[src/rtl/irq_agg_pkg.sv]
package irq_agg_pkg;

    typedef enum logic [1:0] {
        WK_NONE  = 2'd0,
        WK_SET   = 2'd1,
        WK_CLEAR = 2'd2
    } wr_kind_e;

endpackage

[src/rtl/irq_agg_wdec.sv]
module irq_agg_wdec
    import irq_agg_pkg::*;
#(
    parameter int unsigned           ADDR_W  = 8,
    parameter int unsigned           VEC_W   = 32,
    parameter logic [ADDR_W-1:0]     SET_OFS = 8'h60,
    parameter logic [ADDR_W-1:0]     CLR_OFS = 8'h64
) (
    input  logic              wr_en,
    input  logic [ADDR_W-1:0] wr_addr,
    input  logic [VEC_W-1:0]  wr_data,
    output wr_kind_e          kind,
    output logic [VEC_W-1:0]  mask
);

    always_comb begin
        kind = WK_NONE;
        mask = '0;
        if (wr_en) begin
            if (wr_addr == SET_OFS) begin
                kind = WK_SET;
                mask = wr_data;
            end else if (wr_addr == CLR_OFS) begin
                kind = WK_CLEAR;
                mask = wr_data;
            end
        end
    end

endmodule

[src/rtl/irq_agg_hwmap.sv]
module irq_agg_hwmap #(
    parameter int unsigned              N_HW    = 2,
    parameter int unsigned              VEC_W   = 32,
    parameter logic [N_HW*8-1:0]        HW_BITS = 16'h0800
) (
    input  logic [N_HW-1:0]  hw_done,
    output logic [VEC_W-1:0] hw_mask,
    output logic             hw_any
);

    logic [VEC_W-1:0] src_vec [N_HW];

    for (genvar g = 0; g < N_HW; g++) begin : g_src
        localparam int unsigned POS = int'(HW_BITS[g*8 +: 8]);
        assign src_vec[g] = hw_done[g] ? (VEC_W'(1) << POS) : '0;
    end

    always_comb begin
        hw_mask = '0;
        for (int i = 0; i < N_HW; i++) begin
            hw_mask = hw_mask | src_vec[i];
        end
    end

    assign hw_any = |hw_done;

endmodule

[src/rtl/irq_agg_notify.sv]
module irq_agg_notify #(
    parameter int unsigned VEC_W = 32
) (
    input  logic             set_ev,
    input  logic             clr_ev,
    input  logic [VEC_W-1:0] pend_next,
    input  logic             msi_en,
    input  logic             intx_cur,
    output logic             intx_next,
    output logic             msi_next
);

    logic nonzero;
    assign nonzero = |pend_next;

    always_comb begin
        intx_next = intx_cur;
        msi_next  = 1'b0;
        if (set_ev && nonzero) begin
            if (msi_en) begin
                msi_next = 1'b1;
            end else begin
                intx_next = 1'b1;
            end
        end else if (clr_ev && !nonzero && !msi_en) begin
            intx_next = 1'b0;
        end
    end

endmodule

[src/rtl/irq_agg_top.sv]
module irq_agg_top
    import irq_agg_pkg::*;
#(
    parameter int unsigned           VEC_W    = 32,
    parameter int unsigned           ADDR_W   = 8,
    parameter int unsigned           N_HW     = 2,
    parameter logic [N_HW*8-1:0]     HW_BITS  = 16'h0800,
    parameter logic [ADDR_W-1:0]     SET_OFS  = 8'h60,
    parameter logic [ADDR_W-1:0]     CLR_OFS  = 8'h64,
    parameter logic [ADDR_W-1:0]     STAT_OFS = 8'h24
) (
    input  logic              clk,
    input  logic              rst_n,
    input  logic              msi_en,
    input  logic [N_HW-1:0]   hw_done,
    input  logic              wr_en,
    input  logic [ADDR_W-1:0] wr_addr,
    input  logic [VEC_W-1:0]  wr_data,
    input  logic              rd_en,
    input  logic [ADDR_W-1:0] rd_addr,
    output logic              rd_valid,
    output logic [VEC_W-1:0]  rd_data,
    output logic              intx,
    output logic              msi_pulse
);

    typedef struct packed {
        logic [VEC_W-1:0] pend;
        logic             intx;
        logic             msi;
        logic             rd_valid;
        logic [VEC_W-1:0] rd_data;
    } agg_state_t;

    agg_state_t st_d, st_q;

    wr_kind_e         wk;
    logic [VEC_W-1:0] sw_mask;
    logic [VEC_W-1:0] hw_mask;
    logic             hw_any;
    logic [VEC_W-1:0] set_mask;
    logic [VEC_W-1:0] clr_mask;
    logic             set_ev;
    logic             clr_ev;
    logic [VEC_W-1:0] pend_next;
    logic             intx_next;
    logic             msi_next;

    irq_agg_wdec #(
        .ADDR_W  (ADDR_W),
        .VEC_W   (VEC_W),
        .SET_OFS (SET_OFS),
        .CLR_OFS (CLR_OFS)
    ) u_wdec (
        .wr_en   (wr_en),
        .wr_addr (wr_addr),
        .wr_data (wr_data),
        .kind    (wk),
        .mask    (sw_mask)
    );

    irq_agg_hwmap #(
        .N_HW    (N_HW),
        .VEC_W   (VEC_W),
        .HW_BITS (HW_BITS)
    ) u_hwmap (
        .hw_done (hw_done),
        .hw_mask (hw_mask),
        .hw_any  (hw_any)
    );

    always_comb begin
        set_ev    = hw_any || (wk == WK_SET);
        clr_ev    = (wk == WK_CLEAR);
        set_mask  = hw_mask | ((wk == WK_SET) ? sw_mask : '0);
        clr_mask  = (wk == WK_CLEAR) ? sw_mask : '0;
        // set wins over a same-cycle clear on overlapping bits
        pend_next = (st_q.pend & ~clr_mask) | set_mask;
    end

    irq_agg_notify #(
        .VEC_W (VEC_W)
    ) u_notify (
        .set_ev    (set_ev),
        .clr_ev    (clr_ev),
        .pend_next (pend_next),
        .msi_en    (msi_en),
        .intx_cur  (st_q.intx),
        .intx_next (intx_next),
        .msi_next  (msi_next)
    );

    always_comb begin
        st_d          = st_q;
        st_d.pend     = pend_next;
        st_d.intx     = intx_next;
        st_d.msi      = msi_next;
        st_d.rd_valid = rd_en;
        if (rd_en) begin
            st_d.rd_data = (rd_addr == STAT_OFS) ? st_q.pend : '1;
        end
    end

    always_ff @(posedge clk or negedge rst_n) begin
        if (!rst_n) begin
            st_q <= '0;
        end else begin
            st_q <= st_d;
        end
    end

    assign rd_valid  = st_q.rd_valid;
    assign rd_data   = st_q.rd_data;
    assign intx      = st_q.intx;
    assign msi_pulse = st_q.msi;

endmodule

[config.mk]
export PLATFORM = sky130hd
export DESIGN_NAME = irq_agg_top
export DESIGN_NICKNAME = d
export VERILOG_FILES = /design/src/rtl/irq_agg_pkg.sv /design/src/rtl/irq_agg_wdec.sv /design/src/rtl/irq_agg_hwmap.sv /design/src/rtl/irq_agg_notify.sv /design/src/rtl/irq_agg_top.sv
export SDC_FILE = /design/constraint.sdc
export NUM_CORES = 1
export LEC_CHECK = 0
export ABC_AREA = 1
export CAP_MARGIN = 20
export CORE_MARGIN = 2
export CORE_UTILIZATION = 46
export CTS_BUF_LIST = sky130_fd_sc_hd__clkbuf_8
export DETAILED_ROUTE_END_ITERATION = 16
export PLACE_DENSITY = 0.9
export SETUP_SLACK_MARGIN = 0.1
export SYNTH_ARGS = -nofsm -noshare
export SYNTH_HDL_FRONTEND = slang
export SYNTH_SLANG_ARGS = --single-unit
[constraint.sdc]
create_clock -name clk -period 1.1 [get_ports clk]
set_clock_uncertainty 0.05 [all_clocks]
set_input_delay 0.11 -clock clk [delete_from_list [all_inputs] [get_ports clk]]
set_output_delay 0.11 -clock clk [all_outputs]
set_load 0.01 [all_outputs]
======== After elaboration in Yosys (flattened, before gate mapping) ========
Cells that the tools add are included.
W data, S select, Z words.
word-level totals
  logic and storage cells ................. 42
  flip-flop bits (word level) ............. 67
  output and inout bits ................... 35
  input port bits ......................... 55
cells by class
  bitwise logic cells ..................... 5
  muxes and demuxes ....................... 16
  reductions and logical operators ........ 10
  equality and inequality tests ........... 6
operators with widths
  cell                  number
  $mux W32              6
  $or A32 B32 Y32       3
  $and A32 B32 Y32      1
  $not A32 Y32          1
  $reduce_or A32 Y1     1
  $eq A8 B7 Y1 const B  2
  $mux W9               1
  $eq A8 B6 Y1 const B  1
  $mux W1               6
  $mux W2               3
  $logic_and A1 B1 Y1   3
  $eq A2 B1 Y1 const B  1
  $eq A2 B2 Y1 const B  1
  $logic_not A1 Y1      2
  $ne A2 B2 Y1 const B  1
  $reduce_and A2 Y1     1
  $reduce_bool A2 Y1    1
  $reduce_or A2 Y1      1
  $logic_or A1 B1 Y1    1

======== Longest topological paths before layout ========
Gate-level depths: netlist (run 1).
  depth in word-level cells ............... 15
  mapped depth ............................ 15
  mapped depth without buffers ............ 15

======== By module ========
From an unflattened synthesis (run 1), not the netlist that was laid out.
unflattened totals
  cell total of the unflattened synthesis .. 606
  area total of the unflattened synthesis .. 4,504.3 um^2
by module, submodules not included
  module          times used  cells each  area an instance (um^2)  seq. area each (um^2)
  irq_agg_top     1           423         3,489.6                  1,676.6
  irq_agg_wdec    1           93          554.3                    0.0
  irq_agg_hwmap   1           36          255.2                    0.0
  irq_agg_notify  1           54          205.2                    0.0

======== Least setup slack after synthesis (run 1) ========
No wires, ideal clock.
  path kind ............................... input port to flip-flop
  start point ............................. in wr_addr[1]
  end point ............................... reg st_q (netlist bit intx)
  buffers on the path ..................... 1
  path slack .............................. -0.382 ns
  required time ........................... 0.933 ns
  data arrival time ....................... 1.315 ns
  stages on the path ...................... 13
  library setup time ...................... 0.117 ns
  cell sequence ........................... nor2_1 -> nand2_2 -> nor2_4 -> buf_6 -> nand3_1 -> a21oi_2 -> nand2_1 -> nor2_1 -> nand2_1 -> nor2_2 -> nand2_1 -> nand3_2 -> nand2_1
between the ends
  cells in the longest elaborated chain, start to end .. 15
  elaborated cells between the ends (all ways) .. 26
  classes of those cells .................. eq/ne (5); mux (9); bitwise (4); reduce/logical (8)
ends and longest elaborated chain
  what                                 RTL line                              text
  from (decl)                          irq_agg_top.sv:17                     input logic [ADDR_W-1:0] wr_addr,
  $eq A8 B7 Y1                         irq_agg_wdec.sv:23                    end else if (wr_addr == CLR_OFS) begin
  $mux W2                              irq_agg_wdec.sv:23
  $mux W2                              irq_agg_wdec.sv:20                    if (wr_addr == SET_OFS) begin
  $mux W2                              irq_agg_wdec.sv:19                    if (wr_en) begin
  $eq A2 B2 Y1                         irq_agg_top.sv:74, irq_agg_top.sv:76
  $mux W32                             irq_agg_top.sv:76                     clr_mask = (wk == WK_CLEAR) ? sw_mask : '0;
  $not A32 Y32                         irq_agg_top.sv:78                     pend_next = (st_q.pend & ~clr_mask) | set_mask;
  $and A32 B32 Y32                     irq_agg_top.sv:78
  $or A32 B32 Y32                      irq_agg_top.sv:78
  $reduce_or A32 Y1                    irq_agg_notify.sv:14                  assign nonzero = |pend_next;
  $logic_not A1 Y1                     irq_agg_notify.sv:25                  end else if (clr_ev && !nonzero && !msi_en) begin
  $logic_and A1 B1 Y1 (2 in a row)     irq_agg_notify.sv:25
  $reduce_bool A2 Y1 (no source line)  n/a
  $reduce_and A2 Y1 (no source line)   n/a
  to (signal assigned)                 irq_agg_top.sv:108                    st_q <= st_d;
  to (decl)                            irq_agg_top.sv:35                     agg_state_t st_d, st_q;
Several ways; a longest one is shown, not always the timed one.
A chain may end at the register's enable or synchronous reset.

======== Final worst setup path (run 1) ========
Ends and elaborated chain as after synthesis.

==> results of run 1 <==
-- worst max-delay path, cell delays in order --
cell and delay, ns:
buf_8 0.10, nor2_4 0.11, nand2_2 0.07, nor2_4 0.20
buf_12 0.15, clkbuf_16 0.15, nand3_2 0.07, a21oi_2 0.19
nand2_1 0.10, nor2_1 0.09, nand2_1 0.07, nor2_2 0.14
nand3_1 0.10, nand2_1 0.08, nand2_1 0.05
-- per-stage QoR --
stage | instances | hold WS [ns]
3_5_place_dp | 602 | 0.109
6_report | 673 | 0.0863
3_3_place_gp | 602 | 0.104
2_1_floorplan | 444 | -0.236
4_1_cts | 657 | 0.0867
5_1_grt | 673 | 0.0946
-- synth_stat cells (all sizes together) --
master	number
a21oi	31
a22oi	1
and2	1
buf	45
clkbuf	8
dfrtp	67
inv	103
nand2	36
nand3	37
nand3b	32
nor2	49
nor4	2
o21ai	32
-- per-layer routing --
| metal | vias up | global-route usage |
|---|---|---|
| met2 | 134 | 0.442 |
| met3 | 35 | 0.0488 |
| met5 | - | 0 |
| li1 | 1579 | - |
| met4 | 0 | 0.103 |
| met1 | 1603 | 0.279 |
-- logic make-up (layout without fill, tap and decap cells) --
logic type             count (synthesis)  after routing  synth area share
buffers and inverters                156            283             0.210
AOI/OAI and AO/OA                     64             64             0.102
and+or+nand+nor                      157            157             0.222
DFF                                   67             67             0.465
-- how the worst max path moves through the flow --
stage,to,slack (ns),from,cells past startpoint
after floorplan,intx$_DFFE_PN0P_,-0.37,wr_addr[1],13
after global placement,intx$_DFFE_PN0P_,-1.14,wr_addr[2],15
after detailed placement,msi_pulse$_DFF_PN0_,-1.20,wr_addr[2],15
after CTS,msi_pulse$_DFF_PN0_,-0.40,wr_addr[7],15
after global routing,intx$_DFFE_PN0P_,-0.58,wr_addr[7],15
final,intx$_DFFE_PN0P_,-0.50,wr_addr[1],15
-- sequential cells by signal, summed over array words and instances, names as in the netlist --
register	count
rd_valid	1
msi_pulse	1
st_q	32
rd_data	32
intx	1
-- area by class of cell --
cell class | count | area [um^2] | area share
Timing Repair Buffer | 164 | 1560 | 0.291
Inverter | 103 | 394 | 0.0734
Clock inverter | 7 | 36.3 | 0.00676
Tap cell | 102 | 128 | 0.0238
Sequential cell | 67 | 1680 | 0.312
Multi-Input combinational cell | 221 | 1450 | 0.269
Clock buffer | 9 | 124 | 0.0231
-- power by group --
group,total [mW],internal [mW],switching [mW]
clock,1.72,0.788,0.932
sequential,2.57,2.52,0.0426
combinational,0.765,0.385,0.380
total,5.05,3.70,1.35
-- timing repair --
item / 4_1_cts / 5_1_grt
endpoints found under the hold margin: 67 / 0
gates cloned: 5 / 2
hold buffers: 1 / 0
pin swaps: 22 / 41
resized for setup: 225 / 37
setup endpoints to repair: 101 / 78
setup buffers: 34 / 17
==> summary.txt, run 1 <==
Power
  • Power Density: about 940 nW/um^2
  • Worst vdd ir: about 630 uV
  • Overall power: between 5 and 6 mW
  • Leakage: ~2.5 nW

Worst hold path
  • Hold Path Stages: 2
  • Worst min-delay path class: input port to flip-flop
  • Hold path endpoint: rd_valid$_DFF_PN0_
  • Hold path start: rd_en

Timing
  • Slew Viols, Final: 0
  • Min Clock Period, post-route: between 1.5 and 2 ns
  • Final worst slack: -0.496 ns
  • Measured slew at the worst slew-check pin: around 0.38 ns
  • Worst rel slew slack: 0.749
  • Fmax: between 600 and 700 MHz
  • Final setup TNS: -1.06 ns
  • Endpoints failing hold: 0
  • Final worst-path cycle share: 1.45
  • Final setup vio count: 4
  • Setup repair after global routing missed its margin: yes

Clocking
  • CTS tree: done
  • H-tree level count: 3
  • CTS sink count: 67
  • Clock latency at the later pin of the worst-skew pair: ~0.34 ns
  • Max clock buf depth: 2
  • Num CTS Buffers: 9
  • Root cell of the clock tree: clkbuf_8
  • Reg clk slew, reported paths: 0.07 ns

Route
  • Via count: 3351
  • DR pass1 iterations: 4
  • DRT iter0 DRCs: 210
  • Top Metal Used: met4
  • Routed WL per cell: between 15 and 20 um
  • Met3 routed WL: around 710 um
  • Post-route DRC: 0
  • Total routed wirelength: about 10 mm
  • Avg Vias per Cell: roughly 5.0
  • Final ANT Viol Nets: 0
  • Met2 routed WL: ~5.3 mm
  • Met1 Routed Length: roughly 4.0 mm

Status
  • Failing checks: setup timing
  • Outcome: finished with violations

Setup path
  • Critical Path Sink Type: flip-flop
  • CP Launch Type: input port
  • CP Data Arrival Time: roughly 1.8 ns
  • Req. time, crit path: 1.29 ns
  • FF-to-FF path depth: 8
  • Reg2Reg Setup Slack: -0.35 ns
  • Reg-to-reg critical path endpoint: intx$_DFFE_PN0P_
  • Critical path type: input port to flip-flop
  • RR Startpoint: st_q[42]$_DFF_PN0_
  • Crit path max fanout: 6

Yosys
  • Yosys top cell area share: 0.465
  • YS warnings: 0
  • Mapped Nets: 499
  • Number of synthesized register bits: 67
  • Mapped Cells: 444
  • Register area share after synthesis: 0.465
  • Post-Syn Area: about 3600 um^2
  • Yosys top cell by area: dfrtp_1
  • Cell variety after synth: 22
  • Syn Area/Cell: 8.11 um^2
  • Synth top area cells: dfrtp_1 (47%), inv_1 (11%), buf_4 (7.3%)

Layout
  • Finished Cell Area: about 5400 um^2
  • Core Util, Final: 0.702
  • Commonest non-fill, non-tap cells in the layout: inv_1 (97), dfrtp_1 (67), buf_4 (53)
  • Diode count: 0
  • Area Growth Syn to Fin: 49.0%
  • Layout cells sized above 1: 0.378
  • Fillers: 534
  • # nets final: roughly 620
  • Commonest non-fill, non-tap cell in the layout: inv_1

Placement
  • IO buf count: 89
  • Worst slack, placed: -1.20 ns
  • GPL Wtd Cong: around 0.8
  • Post-DP HPWL: slightly below 6 mm
  • Placement Cell Area: 4600 um^2

Global routing
  • Tot GR Track Use: 0.244
  • Grt total ovfl: 0
  • Largest net degree at the start of global routing: 68
  • Number of antenna violations at the first check in global routing: 0
  • Vias in the first global route: ~3500
  • First-pass GRT wire length: between 15 and 20 mm

Floorplan
  • Die area: 8550 um^2
  • Io pins: 90
  • Cell Rows: 32
  • Core ar.: 7650 um^2
  • Initial core utilization: 0.471
  • Die W: roughly 90 um
  • Vert. Die Dim: 92.5 um

Run
  • Max cap viols: 0
Note: power is estimated with default switching activity, not from simulation.
==> inputs of run 2 (changes only) <==
--- a/config.mk
+++ b/config.mk
@@ -11,7 +11,7 @@
 export CORE_UTILIZATION = 46
 export CTS_BUF_LIST = sky130_fd_sc_hd__clkbuf_8
 export DETAILED_ROUTE_END_ITERATION = 16
-export PLACE_DENSITY = 0.9
+export PLACE_DENSITY = 0.87
 export SETUP_SLACK_MARGIN = 0.1
 export SYNTH_ARGS = -nofsm -noshare
 export SYNTH_HDL_FRONTEND = slang
==> constraint.sdc (replaced) <==
create_clock -name clk -period 1.57 [get_ports clk]
set_clock_uncertainty 0.05 [all_clocks]
set_input_delay 0.157 -clock clk [delete_from_list [all_inputs] [get_ports clk]]
set_output_delay 0.157 -clock clk [all_outputs]
set_load 0.01 [all_outputs]
==> summary.txt, run 2 (same netlist as run 1, synthesis figures left out) <==
Route
  • Post-route DRC: 0 (unchanged)
  • Via count: 3135 (-6.4%)
  • Avg Vias per Cell: 4.90 (-1.6%)
  • DRT iter0 DRCs: 168 (-20%)
  • Total routed wirelength: 8.97 mm (-14%)
  • Final ANT Viol Nets: 0 (unchanged)
  • Routed WL per cell: 14.0 um (-9.7%)
  • DR pass1 iterations: 5 (+1)

Timing
  • Final worst-path cycle share: 0.977
  • Measured slew at the worst slew-check pin: 0.372 ns (-0.00522 ns)
  • Setup repair after global routing missed its margin: yes
  • Final setup vio count: 0 (-4)
  • Final worst slack: 0.0368 ns (+0.533 ns)
  • Min Clock Period, post-route: between 1.5 and 2 ns
  • Endpoints failing hold: 0 (unchanged)
  • Worst rel slew slack: 0.752 (+0.00348)
  • Fmax: between 600 and 700 MHz
  • Slew Viols, Final: 0 (unchanged)

Setup path
  • Req. time, crit path: 1.76 ns (+0.47 ns)
  • Crit path cell chain: buf_2 -> nor2_4 -> nand2_2 -> nor2_4 -> buf_12 -> buf_16 -> nand3_1 -> a21oi_1 -> nand2_1 -> nor2_1 -> nand2_1 -> nor2_2 -> nand2_1 -> nand3_2 -> nand2_1
  • Critical Path Max Stage Delay: 0.18 ns (-0.02 ns)
  • Crit path max fanout: 6 (unchanged)
  • Critical Path Sink Type: flip-flop
  • CP max-delay cell: a21oi_1
  • CP Data Arrival Time: 1.72 ns (-0.06 ns)
  • Most used cell, CP: nand2_1
  • CP Launch Type: input port
  • Critical path type: input port to flip-flop

Clocking
  • CTS sink count: 67 (unchanged)
  • CTS tree: done
  • H-tree level count: 3 (unchanged)
  • Reg clk slew, reported paths: 0.07 ns (about the same)
  • Root cell of the clock tree: clkbuf_8
  • Num CTS Buffers: 9 (unchanged)
  • Max clock buf depth: 2 (unchanged)
  • Clock latency at the later pin of the worst-skew pair: 0.35 ns (about the same)

Layout
  • Fillers: 590 (+10%)
  • Core Util, Final: 0.668 (-0.0334)
  • Reg area: 1680 um^2 (unchanged)
  • Area Growth Syn to Fin: 41.9%
  • Commonest non-fill, non-tap cells in the layout: inv_1 (101), dfrtp_1 (67), clkdlybuf4s50_1 (45)
  • Layout cells sized above 1: 0.217 (-0.161)
  • Diode count: 0 (unchanged)
  • Multi-input gate area: 1290 um^2 (-11%)
  • Final non-filler cell total: 640 (-4.9%)
  • Commonest non-fill, non-tap cell in the layout: inv_1
  • # nets final: 588 (-5.3%)

Floorplan
  • Die W: 92.5 um (unchanged)
  • Die area: 8550 um^2 (unchanged)
  • Initial core utilization: 0.471 (unchanged)
  • Core ar.: 7650 um^2 (unchanged)
  • Io pins: 90 (unchanged)
  • Cell Rows: 32 (unchanged)
  • Vert. Die Dim: 92.5 um (unchanged)

Placement
  • DP Cell Count: 603 (+0.17%)
  • Worst slack, placed: -0.761 ns (+0.443 ns)
  • IO buf count: 89 (unchanged)
  • Post-DP HPWL: 5.85 mm (-1.4%)
  • GPL Wtd Cong: 0.792 (-1.2%)

Global routing
  • Vias in the first global route: 3236 (-6.6%)
  • Number of antenna violations at the first check in global routing: 0 (unchanged)
  • Tot GR Track Use: 0.222 (-0.0218)
  • Largest net degree at the start of global routing: 68 (unchanged)
  • First-pass GRT wire length: 15.0 mm (-7.8%)
  • Grt total ovfl: 0 (unchanged)

Worst hold path
  • Worst min-delay path class: input port to flip-flop

Status
  • Outcome: finished, final reports clean

Power
  • Leakage: 2.41 nW (-5.3%)
  • Worst vdd ir: 462 uV (-27%)
  • Overall power: 4.08 mW (-19%)
  • Power Density: 797 nW/um^2 (-15%)

Run
  • Max cap viols: 0 (unchanged)
## run 2: changes by cell type in the layout (fill, tap and decap cells not counted), moves of 12 or more
cell | before | now
buf_2 | 37 | 7
nand3_1 | 16 | 31
buf_6 | 18 | 6
buf_4 | 53 | 30
o21ai_1 | 32 | 0
dlymetal6s2s_1 | 0 | 30
o21ai_0 | 0 | 32
## run 2: layer usage
metal | up-vias | GRT usage | part of all wire
met5 | - | 0 | 0
met4 | 0 | 0.0535 | 0.011
met3 | 9 | 0.0627 | 0.054
met2 | 84 | 0.388 | 0.51
met1 | 1531 | 0.272 | 0.43
li1 | 1511 | - | -
## run 2: cell type report
| cell class | count | share of cell area |
|---|---|---|
| sequential | 67 | 0.328 |
| timing repair buffer | 131 | 0.269 |
| multi-input combinational | 221 | 0.252 |
| inverter | 103 | 0.0771 |
| clock buffer | 10 | 0.0269 |
| tap | 102 | 0.0250 |
| clock inverter | 6 | 0.0218 |
## run 2: worst paths after layout
| check | startpoint | to | slack, ns | cells past startpoint |
|---|---|---|---|---|
| max | wr_addr[0] | intx$_DFFE_PN0P_ | 0.04 | 15 |
| min reg2reg | rd_data[28]$_DFFE_PN0P_ | rd_data[28]$_DFFE_PN0P_ | 0.43 | 2 |
| max in group asynchronous | rst_n | st_q[46]$_DFF_PN0_ | 0.86 | 3 |
| min in group asynchronous | rst_n | rd_data[4]$_DFFE_PN0P_ | 0.30 | 3 |
| min | rd_en | rd_valid$_DFF_PN0_ | 0.13 | 2 |
| max reg2reg | st_q[51]$_DFF_PN0_ | intx$_DFFE_PN0P_ | 0.19 | 8 |
## run 2: through the flow
step           cell area (um^2)  TNS, ns  hold WS, ns
3_5_place_dp               4510   -11.03        0.159
3_3_place_gp               4510    -7.83        0.154
4_1_cts                    4980        0        0.128
2_1_floorplan              3650        0       -0.189
6_report                   5110        0        0.126
5_1_grt                    5110   -0.318        0.129
## run 2: power breakdown
group	internal [mW]	total [mW]	leakage, nW	switching [mW]
logic	0.253	0.486	1.55	0.233
clock network	1.10	1.79	0.123	0.693
registers	1.77	1.80	0.744	0.0285
## run 2: repair_timing
item,in CTS,in global routing
buffers inserted,14,4
gates resized for setup,57,38
gates cloned,2,0
setup endpoints to repair,9,37
pin swaps,16,4
hold endpoints to repair,67,0
hold buffers,1,0
## run 2: critical path, delay by kind of cell
family / cells / cell delay (ns)
AOI/OAI and AO/OA: 1 / 0.18
buffers and inverters: 3 / 0.38
and+or+nand+nor: 11 / 1.00
==> inputs of run 3 (changes only) <==
--- a/config.mk
+++ b/config.mk
@@ -11,6 +11,7 @@
 export CORE_UTILIZATION = 46
 export CTS_BUF_LIST = sky130_fd_sc_hd__clkbuf_8
 export DETAILED_ROUTE_END_ITERATION = 16
+export GPL_ROUTABILITY_DRIVEN = 0
 export PLACE_DENSITY = 0.87
 export SETUP_SLACK_MARGIN = 0.1
 export SYNTH_ARGS = -nofsm -noshare
==> results of run 3 <==
Final layout, timing and power as in run 2 (identical DEF).
